==> config.mk <==
export PLATFORM = sky130hd
export DESIGN_NAME = flash_cmd_decoder
export DESIGN_NICKNAME = d
export VERILOG_FILES = /design/src/rtl/flash_cmd_decoder.sv
export SDC_FILE = /design/constraint.sdc
export NUM_CORES = 1
export LEC_CHECK = 0
export ABC_AREA = 1
export BUFFER_PORTS_ARGS = -buffer_cell sky130_fd_sc_hd__buf_2
export CAP_MARGIN = 20
export CORE_MARGIN = 2
export CORE_UTILIZATION = 40
export CTS_BUF_LIST = sky130_fd_sc_hd__clkbuf_8
export DETAILED_ROUTE_END_ITERATION = 12
export PLACE_DENSITY = 0.68
export SLEW_MARGIN = 20
export SYNTH_ARGS = -nofsm -noshare
export SYNTH_HDL_FRONTEND = slang
export SYNTH_SLANG_ARGS = --single-unit
==> constraint.sdc <==
create_clock -name clk -period 2.3 [get_ports clk]
set_input_delay 0 -clock clk [delete_from_list [all_inputs] [get_ports clk]]
set_output_delay 0 -clock clk [all_outputs]
set_load 0.05 [all_outputs]
==> src/rtl/flash_cmd_decoder.sv <==
`timescale 1ns/1ps
module flash_cmd_decoder #(
  parameter int ADDR_W = 16,
  parameter int DATA_W = 8,
  parameter int CMD_AW = 11,
  parameter logic [CMD_AW-1:0] UNLOCK_A = 11'h555,
  parameter logic [CMD_AW-1:0] UNLOCK_B = 11'h2AA,
  parameter logic [DATA_W-1:0] MFR_CODE = 8'h20,
  parameter logic [DATA_W-1:0] DEV_CODE = 8'h27
) (
  input  logic              clk,
  input  logic              rst_n,
  input  logic              wr_stb,
  input  logic [ADDR_W-1:0] wr_addr,
  input  logic [DATA_W-1:0] wr_data,
  input  logic              busy,
  input  logic [1:0]        rd_lo,
  output logic [1:0]        rd_sel,
  output logic [DATA_W-1:0] id_byte,
  output logic              prog_req,
  output logic [ADDR_W-1:0] prog_addr,
  output logic [DATA_W-1:0] prog_data,
  output logic              erase_req,
  output logic              abort_req
);
  localparam logic [DATA_W-1:0] K_AA = DATA_W'(8'hAA);
  localparam logic [DATA_W-1:0] K_55 = DATA_W'(8'h55);
  localparam logic [DATA_W-1:0] K_90 = DATA_W'(8'h90);
  localparam logic [DATA_W-1:0] K_A0 = DATA_W'(8'hA0);
  localparam logic [DATA_W-1:0] K_20 = DATA_W'(8'h20);
  localparam logic [DATA_W-1:0] K_80 = DATA_W'(8'h80);
  localparam logic [DATA_W-1:0] K_10 = DATA_W'(8'h10);
  localparam logic [DATA_W-1:0] K_F0 = DATA_W'(8'hF0);
  localparam logic [DATA_W-1:0] K_00 = '0;
  localparam logic [1:0] SRC_ARRAY = 2'd0;
  localparam logic [1:0] SRC_ID    = 2'd1;
  localparam logic [1:0] SRC_STAT  = 2'd2;

  typedef enum logic [3:0] {
    S_READ, S_C1, S_C2, S_PGM, S_ER3, S_ER4, S_ER5, S_BYP, S_BYP_PGM, S_BYP_RST
  } st_t;

  st_t  state, nxt;
  logic id_mode, id_nxt;
  logic erase_act, busy_q;
  logic preq, ereq, areq;

  wire at_a       = wr_addr[CMD_AW-1:0] == UNLOCK_A;
  wire at_b       = wr_addr[CMD_AW-1:0] == UNLOCK_B;
  wire data_phase = (state == S_PGM) || (state == S_BYP_PGM);
  wire rst_cmd    = wr_stb && (wr_data == K_F0) && !data_phase;

  always_comb begin
    nxt    = state;
    id_nxt = id_mode;
    preq   = 1'b0;
    ereq   = 1'b0;
    areq   = 1'b0;
    if (busy) begin
      if (rst_cmd && erase_act) begin
        nxt    = S_READ;
        id_nxt = 1'b0;
        areq   = 1'b1;
      end
    end else if (wr_stb) begin
      id_nxt = 1'b0;
      nxt    = S_READ;
      case (state)
        S_READ:    if (at_a && wr_data == K_AA) nxt = S_C1;
        S_C1:      if (at_b && wr_data == K_55) nxt = S_C2;
        S_C2:
          if (at_a) begin
            if (wr_data == K_90)      id_nxt = 1'b1;
            else if (wr_data == K_A0) nxt = S_PGM;
            else if (wr_data == K_20) nxt = S_BYP;
            else if (wr_data == K_80) nxt = S_ER3;
          end
        S_PGM:     preq = 1'b1;
        S_ER3:     if (at_a && wr_data == K_AA) nxt = S_ER4;
        S_ER4:     if (at_b && wr_data == K_55) nxt = S_ER5;
        S_ER5:     if (at_a && wr_data == K_10) ereq = 1'b1;
        S_BYP:
          if (wr_data == K_A0)      nxt = S_BYP_PGM;
          else if (wr_data == K_90) nxt = S_BYP_RST;
        S_BYP_PGM: begin
          preq = 1'b1;
          nxt  = S_BYP;
        end
        S_BYP_RST: if (wr_data == K_00) nxt = S_READ;
        default:   nxt = S_READ;
      endcase
    end
  end

  always_ff @(posedge clk) begin
    if (!rst_n) begin
      state     <= S_READ;
      id_mode   <= 1'b0;
      erase_act <= 1'b0;
      busy_q    <= 1'b0;
      prog_req  <= 1'b0;
      erase_req <= 1'b0;
      abort_req <= 1'b0;
      prog_addr <= '0;
      prog_data <= '0;
    end else begin
      state     <= nxt;
      id_mode   <= id_nxt;
      busy_q    <= busy;
      prog_req  <= preq;
      erase_req <= ereq;
      abort_req <= areq;
      if (preq) begin
        prog_addr <= wr_addr;
        prog_data <= wr_data;
      end
      if (ereq)                          erase_act <= 1'b1;
      else if (areq || (busy_q && !busy)) erase_act <= 1'b0;
    end
  end

  assign rd_sel  = busy ? SRC_STAT : (id_mode ? SRC_ID : SRC_ARRAY);
  assign id_byte = (rd_lo == 2'b00) ? MFR_CODE :
                   (rd_lo == 2'b01) ? DEV_CODE : '0;


  prog_pulse_chk: assert property (@(posedge clk) disable iff (!rst_n)
    prog_req |=> !prog_req);

  prog_addr_chk: assert property (@(posedge clk) disable iff (!rst_n)
    prog_req |-> ($past(wr_stb) && prog_addr == $past(wr_addr) && prog_data == $past(wr_data)));

  erase_src_chk: assert property (@(posedge clk) disable iff (!rst_n)
    erase_req |-> ($past(state) == S_ER5 && !$past(busy)));

  abort_src_chk: assert property (@(posedge clk) disable iff (!rst_n)
    abort_req |-> ($past(busy) && $past(wr_stb) && $past(wr_data) == K_F0));

  busy_hold_chk: assert property (@(posedge clk) disable iff (!rst_n)
    (busy && wr_data != K_F0) |=> ($stable(state) && $stable(id_mode)));

  req_excl_chk: assert property (@(posedge clk) disable iff (!rst_n)
    !(prog_req && erase_req));
endmodule

; ---- After elaboration in Yosys (flattened, before gate mapping)
; Cells that the tools add are included.
[totals]
reg_bits = 34
word_cells = 82
[classes]
eq_ne = 20
mux = 36
reduce_logical = 17
[op_table]
columns = cell, n
row1 = $eq A8 B8 Y1 const B, 5
row2 = $pmux W4 S7, 1
row3 = $mux W3, 7
row4 = $mux W4, 5
row5 = $mux W1, 19
row6 = $eq A4 B3 Y1 const B, 4
row7 = $mux W6, 2
row8 = $eq A11 B10 Y1 const B, 1
row9 = $eq A11 B11 Y1 const B, 1
row10 = $eq A4 B2 Y1 const B, 2
row11 = $eq A8 B5 Y1 const B, 1
row12 = $eq A8 B6 Y1 const B, 1
row13 = $eq A8 B7 Y1 const B, 1
row14 = $logic_and A1 B1 Y1, 7
row15 = $eq A4 B1 Y1 const B, 1
row16 = $eq A4 B4 Y1 const B, 1
row17 = $logic_not A4 Y1, 1
row18 = $mux W2, 2
row19 = $reduce_bool A2 Y1, 2
row20 = $eq A2 B1 Y1 const B, 1
row21 = $logic_not A1 Y1, 2
row22 = $logic_not A2 Y1, 1
row23 = $logic_or A1 B1 Y1, 2
row24 = $ne A2 B1 Y1 const B, 1
row25 = 2 further kinds, 2

; ---- Longest topological paths before layout
[depth]
ltp_word = 10
ltp_mapped = 10
ltp_nobuf = 10

; ---- Least setup slack after synthesis
; OpenSTA, ideal clock, no wires.
[synth_timing]
path_type = flip-flop to flip-flop
startpoint = register state[3]
endpoint = register prog_addr[11]
setup_ns = 0.116
arrival_time_ns = 1.147
required_ns = 2.184
setup_slack_ns = 1.037
path_stages_with_launch = 8
synth_period_minus_slack_ns = 1.263
path_cell_list = dfxtp_1 -> nor2_2 -> inv_2 -> o21ai_2 -> nand2_4 -> clkbuf_2 -> o21ai_0 -> nor2_1
[synth_between]
elab_chain_cells = 5
elab_cells_between_ends = 6
[synth_lines]
columns = item, line
row1 = from (decl), 43  ; st_t state, nxt;
row2 = from (signal assigned), 107  ; state <= nxt;
row3 = $eq A4 B2 Y1 / $eq A4 B4 Y1 (equally long branches), 68  ; case (state)
row4 = $reduce_or A2 Y1 (no line) (*), n/a
row5 = $mux W1 (*), 68
row6 = $mux W1 (*), 65  ; end else if (wr_stb) begin
row7 = $mux W1 (*), 59  ; if (busy) begin
row8 = to (signal assigned), 114  ; prog_addr <= wr_addr;
row9 = to (decl), 21  ; output logic [ADDR_W-1:0] prog_addr,
; Every way passes the cells marked *; elsewhere a longest branch is shown, timed or not.
; A chain may end at the register's enable or synchronous reset.

; ---- Worst setup path after layout
[layout_timing]
startpoint = register state[0]
endpoint = register prog_data[0]
[layout_between]
elab_chain_cells = 5
elab_cells_between_ends = 6
[layout_lines]
columns = item, line
row1 = $eq A4 B2 Y1 / $eq A4 B4 Y1 (equally long branches), 68
row2 = $reduce_or A2 Y1 (no line) (*), n/a
row3 = $mux W1 (*), 68
row4 = $mux W1 (*), 65
row5 = $mux W1 (*), 59
row6 = to (signal assigned), 115  ; prog_data <= wr_data;
row7 = to (decl), 22  ; output logic [DATA_W-1:0] prog_data,
; Marked as above.

==> impl_metrics.prom <==
# TYPE chip_impl_metric gauge
chip_impl_metric{name="synth.avg_cell_area",unit="µm²"} 6.59
chip_impl_metric{name="cts.sink_count",unit=""} 34
chip_impl_metric{name="final.setup.tns",unit="ns"} 0
chip_impl_metric{name="core_area",unit="mm²"} 0.00406
chip_impl_metric{name="via_per_inst",unit=""} 4.65
chip_impl_metric{name="hold_slack",unit="ns"} -0.00000705
chip_impl_metric{name="reg2reg_setup_slack",unit="ns"} 0.54
chip_impl_info{name="cts_tree",value="yes"} 1
chip_impl_metric{name="grtUsageTotal",unit=""} 0.184
chip_impl_metric{name="setup_slack",unit="ns"} 0.535
chip_impl_metric{name="timing.final.max_slew_violations",unit=""} 0
chip_impl_info{name="path_cells",value="nor2_2, nand3_2, o21ai_2, nand2_4, clkinv_2, o21ai_0, a21oi_1"} 1
chip_impl_metric{name="synth.cell_area",unit="mm²"} 0.00171
chip_impl_metric{name="finish.utilization",unit=""} 0.556
chip_impl_metric{name="syn2layout_area_growth",unit="%"} 32.2
chip_impl_metric{name="final_layout_net_count",unit=""} 360
chip_impl_metric{name="final_layout_size_suffix_gt1_frac",unit=""} 0.257
chip_impl_metric{name="worst_path_maximum_fanout",unit=""} 31
chip_impl_info{name="critPathLaunchType",value="flop"} 1
chip_impl_info{name="timing.rr.start",value="state[0]"} 1
chip_impl_info{name="timing.critical_path.max_delay_family",value="compound AO/OA/AOI/OAI gates"} 1
chip_impl_info{name="hp-class",value="input pin to flop"} 1
chip_impl_metric{name="layout_worst_path_cycle_share",unit=""} 0.767
chip_impl_info{name="hold_path_startpoint",value="wr_addr[1]"} 1
chip_impl_metric{name="maxCapViolations",unit=""} 0
chip_impl_info{name="worstSetupEndpointType",value="flop"} 1
chip_impl_metric{name="finalNonFillerCells",unit=""} 381
chip_impl_metric{name="period_needed",unit="ns"} 1.76
chip_impl_metric{name="reg2reg_depth",unit=""} 7
chip_impl_metric{name="chip_width",unit="µm"} 69.3
chip_impl_info{name="min_to",value="prog_addr[1]"} 1
chip_impl_metric{name="preCtsSetupSlack",unit="ns"} 0.513
chip_impl_metric{name="finalWirelength",unit="µm"} 4190
chip_impl_metric{name="antennaDiodeCount",unit=""} 0
chip_impl_info{name="worstSetupPathType",value="flop to flop"} 1
chip_impl_metric{name="port_buffers",unit=""} 62
chip_impl_metric{name="critPathBufInv",unit=""} 1
chip_impl_metric{name="detailedPlacementHpwl",unit="µm"} 3080
chip_impl_metric{name="synth.distinct_cells",unit=""} 25
chip_impl_info{name="rsz0062_at_grt",value="no"} 1
chip_impl_metric{name="grt_antenna_before_repair",unit=""} 0
chip_impl_metric{name="synthCells",unit=""} 259
chip_impl_metric{name="grt_start_max_net_pins",unit=""} 32
chip_impl_metric{name="synthesis.yosys.warnings",unit=""} 0
chip_impl_metric{name="grt_pass1_vias",unit=""} 1590
chip_impl_metric{name="design.die.area",unit="mm²"} 0.00481
chip_impl_metric{name="power.static_leakage",unit="nW"} 1.11
chip_impl_metric{name="arrival",unit="ns"} 1.93
chip_impl_metric{name="ys_seq_area_frac",unit=""} 0.399
chip_impl_metric{name="vdd_ir_drop_max",unit="mV"} 0.314
chip_impl_metric{name="ant_nets",unit=""} 0
chip_impl_metric{name="num_rows",unit=""} 23
chip_impl_metric{name="hold_path_depth",unit=""} 3
chip_impl_metric{name="clock_latency",unit="ns"} 0.29
chip_impl_metric{name="final-setup-viol-count",unit=""} 0
chip_impl_metric{name="maximum_clock_rate",unit="MHz"} 567
chip_impl_metric{name="vias",unit=""} 1773
chip_impl_metric{name="drc_errors",unit=""} 0
chip_impl_metric{name="cts_made_buffers",unit=""} 5
chip_impl_info{name="r2r_end",value="prog_data[0]"} 1
chip_impl_metric{name="drt-initial-drc-count",unit=""} 56
chip_impl_metric{name="die_h",unit="µm"} 69.3
chip_impl_metric{name="timing.critical_path.required",unit="ns"} 2.47
chip_impl_metric{name="post_dp_cell_area",unit="mm²"} 0.00200
chip_impl_metric{name="detail_route.wl_per_cell",unit="µm"} 11.0
chip_impl_metric{name="finish.instance_area",unit="mm²"} 0.00226
chip_impl_metric{name="first_pass_iters",unit=""} 4
chip_impl_metric{name="maximum_single_stage_delay_on_the_critical_path",unit="ns"} 0.43
chip_impl_metric{name="cts.repair.resized",unit=""} 0
chip_impl_info{name="cts_root_buffer",value="sky130_fd_sc_hd__clkbuf_8"} 1
chip_impl_metric{name="p_per_area",unit="mW/mm²"} 624
chip_impl_info{name="failed_checks",value="hold timing"} 1
chip_impl_metric{name="h_tree_levels",unit=""} 2
chip_impl_metric{name="routabilityCongestion",unit=""} 0.865
chip_impl_metric{name="yosys_register_bits",unit=""} 34
chip_impl_info{name="status",value="complete, but fails checks"} 1
chip_impl_metric{name="floorplan.initialDensity",unit=""} 0.421
chip_impl_metric{name="max-clock-path-buffers",unit=""} 2
chip_impl_metric{name="timing_hold_violations_final",unit=""} 1
chip_impl_metric{name="num_io_pins",unit=""} 67
chip_impl_metric{name="dpl.cell_count",unit=""} 362
chip_impl_metric{name="finalClockSkew",unit="ns"} 0.00754
chip_impl_info{name="cp_slowest_cell",value="sky130_fd_sc_hd__dfxtp_1"} 1
chip_impl_metric{name="grt.overflow.total",unit=""} 0
chip_impl_metric{name="register_clock_pin_slew_on_the_reported_worst_setup_and_hold_paths",unit="ns"} 0.07
chip_impl_metric{name="grt_first_pass_wirelength",unit="µm"} 7150
[routing by layer]
layer  GRT usage  vias up  part of all wire
met5           0        -                 0
met4      0.0654        0             0.015
met3      0.0610        6             0.073
met2       0.285       65              0.43
met1       0.240      756              0.48
li1            -      946                 -
[layout by cell type, fill, tap and decap left out, types with 11 or more instances in the layout]
cell type / instances
sky130_fd_sc_hd__buf_2: 62
sky130_fd_sc_hd__inv_1: 28
sky130_fd_sc_hd__nand2_1: 35
sky130_fd_sc_hd__nor2_1: 76
sky130_fd_sc_hd__dfxtp_1: 34
sky130_fd_sc_hd__nand3_1: 15
sky130_fd_sc_hd__dlygate4sd3_1: 11
sky130_fd_sc_hd__o21ai_0: 20
[how the worst max path moves through the flow]
stage	cells after the start	endpoint	slack, ns	from
3_5_place_dp	7	prog_data[0]	0.51	state[0]
6_report	7	prog_data[0]	0.54	state[0]
5_1_grt	7	prog_data[5]	0.29	state[0]
4_1_cts	7	prog_data[0]	0.49	state[0]
2_1_floorplan	7	prog_addr[11]	1.04	state[3]
3_3_place_gp	7	prog_data[0]	0.58	state[0]
[through the flow]
| step | hold WS, ns | power, mW |
|---|---|---|
| detailed placement | 0.263 | 0.722 |
| CTS | 0.00171 | 1.42 |
| floorplan | 0.0935 | 0.681 |
| global placement | 0.251 | 0.722 |
| finish | -0.00000705 | 1.41 |
| global route | 0.00708 | 1.47 |
[cells by family (layout without fill, tap and decap cells)]
group                  after synthesis  count (layout)  share of synthesized area
DFF                                 34              34                      0.399
and+or+nand+nor                    142             142                      0.347
other                                1               4                    0.00220
buffers and inverters               43             112                      0.122
AOI/OAI and AO/OA                   39              39                      0.130
[flip-flops by register name, summed over array words and instances (netlist names)]
register,count
prog_data,8
prog_req,1
abort_req,1
busy_q,1
erase_act,1
id_mode,1
state,4
prog_addr,16
erase_req,1
[layout make-up]
cell class / instances / area (µm²)
clock buffers: 6 / 82.6
clock inverters: 2 / 60.1
inverters: 30 / 114
flip-flops and latches: 34 / 681
repair buffers: 74 / 428
multi-input cells: 185 / 830
well taps: 50 / 62.6
fillers: 402 / 1800
[synth_stat cells]
| cell | number | area share |
|---|---|---|
| sky130_fd_sc_hd__inv_1 | 28 | 0.062 |
| sky130_fd_sc_hd__clkinv_2 | 1 | 0.0029 |
| sky130_fd_sc_hd__nand4_1 | 4 | 0.015 |
| sky130_fd_sc_hd__nand2_2 | 1 | 0.0037 |
| sky130_fd_sc_hd__a21oi_2 | 6 | 0.031 |
| sky130_fd_sc_hd__nand3_2 | 1 | 0.0059 |
| sky130_fd_sc_hd__buf_4 | 8 | 0.035 |
| sky130_fd_sc_hd__conb_1 | 1 | 0.0022 |
| sky130_fd_sc_hd__nand2_1 | 35 | 0.077 |
| sky130_fd_sc_hd__inv_2 | 1 | 0.0022 |
| sky130_fd_sc_hd__o21ai_1 | 6 | 0.018 |
| sky130_fd_sc_hd__buf_1 | 1 | 0.0022 |
| sky130_fd_sc_hd__o21ai_2 | 1 | 0.0051 |
| sky130_fd_sc_hd__nor4_1 | 1 | 0.0037 |
| sky130_fd_sc_hd__dfxtp_1 | 34 | 0.40 |
| sky130_fd_sc_hd__buf_6 | 2 | 0.013 |
| sky130_fd_sc_hd__nand2_4 | 1 | 0.0066 |
| sky130_fd_sc_hd__nor2_2 | 2 | 0.0073 |
| sky130_fd_sc_hd__clkbuf_1 | 1 | 0.0022 |
| sky130_fd_sc_hd__nand3_1 | 15 | 0.044 |
| sky130_fd_sc_hd__nor2_1 | 76 | 0.17 |
| sky130_fd_sc_hd__o21ai_0 | 20 | 0.059 |
| sky130_fd_sc_hd__a21oi_1 | 6 | 0.018 |
| sky130_fd_sc_hd__clkbuf_2 | 1 | 0.0029 |
| sky130_fd_sc_hd__nor3_1 | 6 | 0.018 |
[worst min-delay path: cells and delay by family]
family                 cells  cell delay, ns
AOI/OAI and AO/OA          1            0.08
buffers and inverters      1            0.09
and+or+nand+nor            1            0.08
[where the power goes]
| part | switching (mW) | internal, mW |
|---|---|---|
| sequential | 0.000181 | 0.589 |
| combinational | 0.0873 | 0.0467 |
| clock | 0.223 | 0.462 |
[timing repair]
item,in CTS,in global routing
endpoints found under the hold margin,11,0
setup buffers,0,0
hold buffers,11,0
Note: power is estimated with default switching activity, not from simulation.
